[config.mk]
export PLATFORM = sky130hd
export DESIGN_NAME = tx_framer
export DESIGN_NICKNAME = d
export VERILOG_FILES = /design/src/rtl/tx_framer.sv
export SDC_FILE = /design/constraint.sdc
export NUM_CORES = 1
export LEC_CHECK = 0
export ABC_AREA = 1
export CAP_MARGIN = 10
export CELL_PAD_IN_SITES_DETAIL_PLACEMENT = 0
export CELL_PAD_IN_SITES_GLOBAL_PLACEMENT = 1
export CORE_UTILIZATION = 38
export DETAILED_ROUTE_END_ITERATION = 10
export PLACE_DENSITY_LB_ADDON = 0.3
export SLEW_MARGIN = 20
export SYNTH_ARGS = -nofsm -noshare
export SYNTH_HDL_FRONTEND = slang
export SYNTH_SLANG_ARGS = --single-unit
export TNS_END_PERCENT = 30
[constraint.sdc]
create_clock -name clk -period 1.7 [get_ports clk]
set_clock_uncertainty 0.15 [all_clocks]
set_input_delay 0.34 -clock clk [delete_from_list [all_inputs] [get_ports clk]]
set_output_delay 0.34 -clock clk [all_outputs]
set_load 0.03 [all_outputs]
[src/rtl/tx_framer.sv]
module tx_framer #(
  parameter int unsigned BW    = 8,
  parameter int unsigned CW    = 16,
  parameter int unsigned GROUP = 6,
  parameter logic [15:0] POLY  = 16'h1021,
  parameter logic [15:0] SEED  = 16'hFFFF
) (
  input  logic          clk,
  input  logic          rst_n,
  input  logic          tx_en,
  input  logic          crc_en,
  input  logic          bit_stb,
  input  logic          wr_stb,
  input  logic [BW-1:0] wr_data,
  output logic          ser_out,
  output logic          ser_oe,
  output logic          tx_rdy,
  output logic          tx_take,
  output logic          idle
);
  localparam int unsigned NCRC = CW / BW;
  localparam int unsigned BCW  = $clog2(BW);
  localparam int unsigned GCW  = $clog2(GROUP + 1);
  localparam int unsigned ICW  = $clog2(NCRC + 1);
  localparam logic [BCW-1:0] BLAST = BCW'(BW - 1);
  localparam logic [GCW-1:0] GFULL = GCW'(GROUP);
  localparam logic [ICW-1:0] ILAST = ICW'(NCRC - 1);

  function automatic logic [BW-1:0] fill_pat();
    logic [BW-1:0] f;
    for (int i = 0; i < int'(BW); i++) f[i] = i[0];
    return f;
  endfunction

  localparam logic [BW-1:0] FILL = fill_pat();

  function automatic logic [CW-1:0] crc_step(input logic [CW-1:0] c, input logic [BW-1:0] d);
    logic [CW-1:0] r;
    logic fb;
    r = c;
    for (int i = int'(BW) - 1; i >= 0; i--) begin
      fb = r[CW-1] ^ d[i];
      r  = {r[CW-2:0], 1'b0};
      if (fb) r = r ^ POLY[CW-1:0];
    end
    return r;
  endfunction

  typedef enum logic [2:0] {S_OFF, S_PRE, S_DATA, S_HANG, S_IDLE} st_t;

  st_t            st;
  logic           en_q, cen_q, full, take_q, idle_q;
  logic [BW-1:0]  sh, hold;
  logic [BCW-1:0] bcnt;
  logic [GCW-1:0] grp;
  logic [ICW-1:0] cidx;
  logic [CW-1:0]  crc, crc_part;

  wire start   = tx_en & ~en_q;
  wire active  = (st == S_PRE) || (st == S_DATA) || (st == S_HANG);
  wire edge_b  = tx_en && active && bit_stb && !start;
  wire bnd     = edge_b && (st != S_HANG) && (bcnt == BLAST);
  wire crc_due = (grp == GFULL);
  wire take    = bnd && !crc_due && full;
  wire grp_rst = !crc_en || !cen_q || start || (edge_b && st == S_HANG);

  assign crc_part = crc >> (BW * (NCRC - 1 - int'(cidx)));

  always_ff @(posedge clk) begin
    if (!rst_n) begin
      en_q <= 1'b0; cen_q <= 1'b0; take_q <= 1'b0;
      full <= 1'b0; hold <= '0;
    end else begin
      en_q   <= tx_en;
      cen_q  <= crc_en;
      take_q <= take;
      if (!tx_en) full <= 1'b0;
      else if (wr_stb) begin
        hold <= wr_data;
        full <= 1'b1;
      end else if (take) full <= 1'b0;
    end
  end

  always_ff @(posedge clk) begin
    if (!rst_n) begin
      st <= S_OFF; sh <= '0; bcnt <= '0; idle_q <= 1'b0;
    end else if (!tx_en) begin
      st <= S_OFF;
    end else if (start) begin
      st <= S_PRE; sh <= FILL; bcnt <= '0; idle_q <= 1'b0;
    end else if (edge_b) begin
      if (st == S_HANG) begin
        st <= S_IDLE; idle_q <= 1'b1;
      end else if (bcnt != BLAST) begin
        sh   <= {sh[BW-2:0], 1'b0};
        bcnt <= bcnt + 1'b1;
      end else begin
        bcnt <= '0;
        if (crc_due) sh <= crc_part[BW-1:0];
        else if (full) begin
          sh <= hold; st <= S_DATA;
        end else if (st == S_DATA) begin
          sh <= '1; st <= S_HANG;
        end else sh <= FILL;
      end
    end
  end

  always_ff @(posedge clk) begin
    if (!rst_n || grp_rst) begin
      grp <= '0; cidx <= '0; crc <= SEED[CW-1:0];
    end else if (bnd && crc_due) begin
      if (cidx == ILAST) begin
        grp <= '0; cidx <= '0; crc <= SEED[CW-1:0];
      end else cidx <= cidx + 1'b1;
    end else if (take) begin
      crc <= crc_step(crc, hold);
      grp <= grp + 1'b1;
    end
  end

  assign ser_out = sh[BW-1];
  assign ser_oe  = active;
  assign tx_rdy  = ((st == S_PRE) || (st == S_DATA)) && !full;
  assign tx_take = take_q;
  assign idle    = idle_q;
endmodule

==> impl_results.md <==
* Internal Pwr Total at 1.72 mW
* Biggest area contributors in the synthesized netlist: dfxtp_1, nand2_1, nand3_1
* CTS tree: yes
* Most numerous cell in the Yosys netlist: nand2_1
* Sequential share of power at 0.508
* Antenna violations before repair at 0
* Count of placed standard cells in the final layout, fillers left out at 507
* Multi-input combinational cell area at 1610 um2
* Type of the tightest min-delay check: flop to flop
* Hold Violations, Final at 0
* Areal power density over the cells at 651 nW/um2
* Input/output buffers at 18
* Die area at 7070 um2
* Worst vdd ir at 0.340 mV
* Top cell types by occurrence after synthesis: nand2_1, dfxtp_1, nor2_1
* Wire length reported by the detailed router at 7.43 mm
* Sum of overflow across all layers after global routing at 0
* Failing checks: negative setup slack
* Warning count from the yosys run at 0
* Number of levels in the clock H-tree at 2
* Fill cell total of the finished layout at 620
* Standard cell area after detailed placement at 3120 um2
* Seq/Total Area, Yosys at 0.375
* Share of layout cells above drive strength 1 at 0.295
* Core Region at 6420 um2
* Register-to-Register Path Depth at 11
* Clock network fraction of design power at 0.365
* Post-synthesis area per instance at 7.01 um2
* Per-cell via count in the routed design at 5.12
* Worst-case clock buffer depth at 2
* Share of the clock period used by the worst path at 1.01
* Min-delay src: en_q
* Post-route DRC violation count at 0
* Clock period minus final worst setup slack at 1.71 ns
* Final Wtd Congestion at 0.866
* Setup ws final at -0.0140 ns
* # clock sinks at 48
* Startpoint class of the critical path: flop
* DR pass1 iterations at 4
* Pins Over Slew Limit at 0
* Largest net degree at the start of global routing at 17
* Type of the worst setup path: flop to flop
* P&R area growth vs syn at 38.8%
* Via count of the first global-routing pass at 2533
* Tightest slew margin relative to the limit at 0.713
* Routed vias at 2595
* Switching share of power at 0.256
* Number of nets in the layout at 447
* Hold-fix buffers at CTS at 0
* Total instance count after detailed placement at 493
* Required time at the worst-slack endpoint at 1.75 ns
* Number of enable flip-flop cells after synthesis at 0
* Number of synthesized register bits at 48
* Critical path data arrival time at 1.76 ns
* Post-Layout Inst Area at 3550 um2
* First-pass GRT wire length at 12.3 mm
* Count of different cell masters after synthesis at 36
* Combinational share of power at 0.128
* Clock network latency to the later pin of the worst-skew pair at 0.30 ns
* Fraction of registers with async set or reset after synthesis at 0
* Endpoint of the worst register-to-register path: crc[6]
* Switching power at 592 uW
* Transition time of the tightest slew-check pin at 0.427 ns
* Violation count after the first detailed-routing iteration at 151
* Layout Utilization at 0.553
* Overall power at 2.31 mW
* R2R Path Start: bcnt[1]
* Starting density of the core at 0.399
* Synth Instances at 365
* Number of diodes at 0
* Top cell type's share of synthesized area at 0.375
* Register Area at 968 um2
* I/O pins at 19
* Overall routing resource usage at 0.221
* RSZ-0062 raised after global routing: yes
* Antenna violation net count after detailed routing at 0
* Netlist Area Pre-Place at 2560 um2
* Row count at 29
* Vertical die dimension at 84.1 um
* Number of maximum-capacitance violations at 0
* Status: complete, but fails checks
* Clock buffers created by TritonCTS at 5
* Width of the die at 84.1 um
* Buffer type at the clock tree root: clkbuf_8
* Hold Path Depth at 1
* Post-detailed-placement half-perimeter wirelength at 5.35 mm
* Max frequency at 583 MHz
* Number of nets in the synthesized netlist at 383
* Register-to-Register Setup Slack at -0.01 ns
* Finish-stage setup viols at 6
* Largest fanout on the critical path at 6
* Critical path capture point type: flop
* Endpoint, Worst Hold: st[0]
* Clock slew at reported path FFs at 0.10 ns
* Leakage power at 1.68 nW
* Wire length per cell at 14.7 um
* Cell type with the highest aggregate area in the netlist: dfxtp_1
* Top_reg_cell synth: dfxtp_1
## cell type report
cell class              count  area share
multi-input cells         270       0.452
flip-flops and latches     48       0.273
repair buffers             68       0.179
inverters                  36      0.0380
well taps                  77      0.0271
clock buffers               5      0.0194
clock inverters             3      0.0120
## registers in the layout (all words and copies together) (netlist names)
signal and cells:
full 1, sh 8, tx_take 1, cidx 2
st 3, bcnt 3, cen_q 1, hold 8
idle 1, crc 16, en_q 1, grp 3
## critical path, stage by stage (launching register included)
cell and delay [ns]:
dfxtp_2 0.35, ha_4 0.16, ha_4 0.16, inv_2 0.06, nor2_1 0.04, nand4_1 0.10
buf_6 0.14, nand2_4 0.07, buf_12 0.13, buf_16 0.13, nand2_2 0.06, nand3_2 0.05
## how the worst max path moves through the flow
| stage | end | cells past startpoint | startpoint |
|---|---|---|---|
| finish | crc[6] | 11 | bcnt[1] |
| global route | crc[7] | 11 | bcnt[1] |
| CTS | crc[6] | 11 | bcnt[0] |
| detailed placement | sh[2] | 10 | tx_en |
| global placement | sh[6] | 10 | tx_en |
| floorplan | crc[4] | 9 | bcnt[0] |
## power by group through the flow
stage,clock [mW],combinational [mW],sequential (mW)
2_1_floorplan,0,0.154,1.19
3_3_place_gp,0,0.271,1.20
3_5_place_dp,0,0.272,1.20
4_1_cts,0.863,0.277,1.17
5_1_grt,0.913,0.328,1.18
6_report,0.843,0.295,1.17
## placed cells by master, fill, tap and decap left out, types with 5 or more instances in the layout
master and instances:
nand2_2 18, dfxtp_1 42, nor2_1 44, dfxtp_2 6
buf_6 8, inv_1 30, nand2_4 6, nand2_1 57
clkdlybuf4s50_1 11, buf_4 40, nand3_2 14, xnor2_1 7
clkbuf_8 5, o21ai_0 18, nand3_1 36, a21oi_1 18
inv_2 5, o21ai_1 6
## per-stage QoR
stage | setup TNS [ns] | worst slack, ns | hold WS, ns
after floorplan | 0 | 0.0268 | 0.262
after global placement | -10.30 | -0.403 | 0.278
after detailed placement | -11.23 | -0.437 | 0.283
after CTS | -0.00685 | -0.00450 | 0.298
after global routing | -0.809 | -0.0760 | 0.325
final | -0.0491 | -0.0140 | 0.290
## cells by family (layout without fill, tap and decap cells)
logic type / count (synthesis) / count (layout) / share of synthesized area
AO/OA/AOI/OAI: 63 / 63 / 0.141
XOR/XNOR: 13 / 13 / 0.0445
adder cells (fa/ha/maj): 4 / 4 / 0.0196
buffers and inverters: 47 / 112 / 0.0836
flip-flops: 48 / 48 / 0.375
AND/OR/NAND/NOR: 190 / 190 / 0.336
## layer usage
layer  global-route usage  routed length [um]  vias up
met5                    0                   0        -
met4               0.0564                  77        0
met1                0.283                3460     1224
met2                0.385                3670       38
met3               0.0366                 227        6
li1                     -                   -     1327
## timing repair
item / CTS / global route
pin swaps: 5 / 14
resized for setup: 32 / 53
endpoints found under the hold margin: 0 / 0
endpoints found under the setup margin: 36 / 32
gates cloned: 2 / 0
setup buffers: 5 / 0
Note: power is estimated with default switching activity, not from simulation.
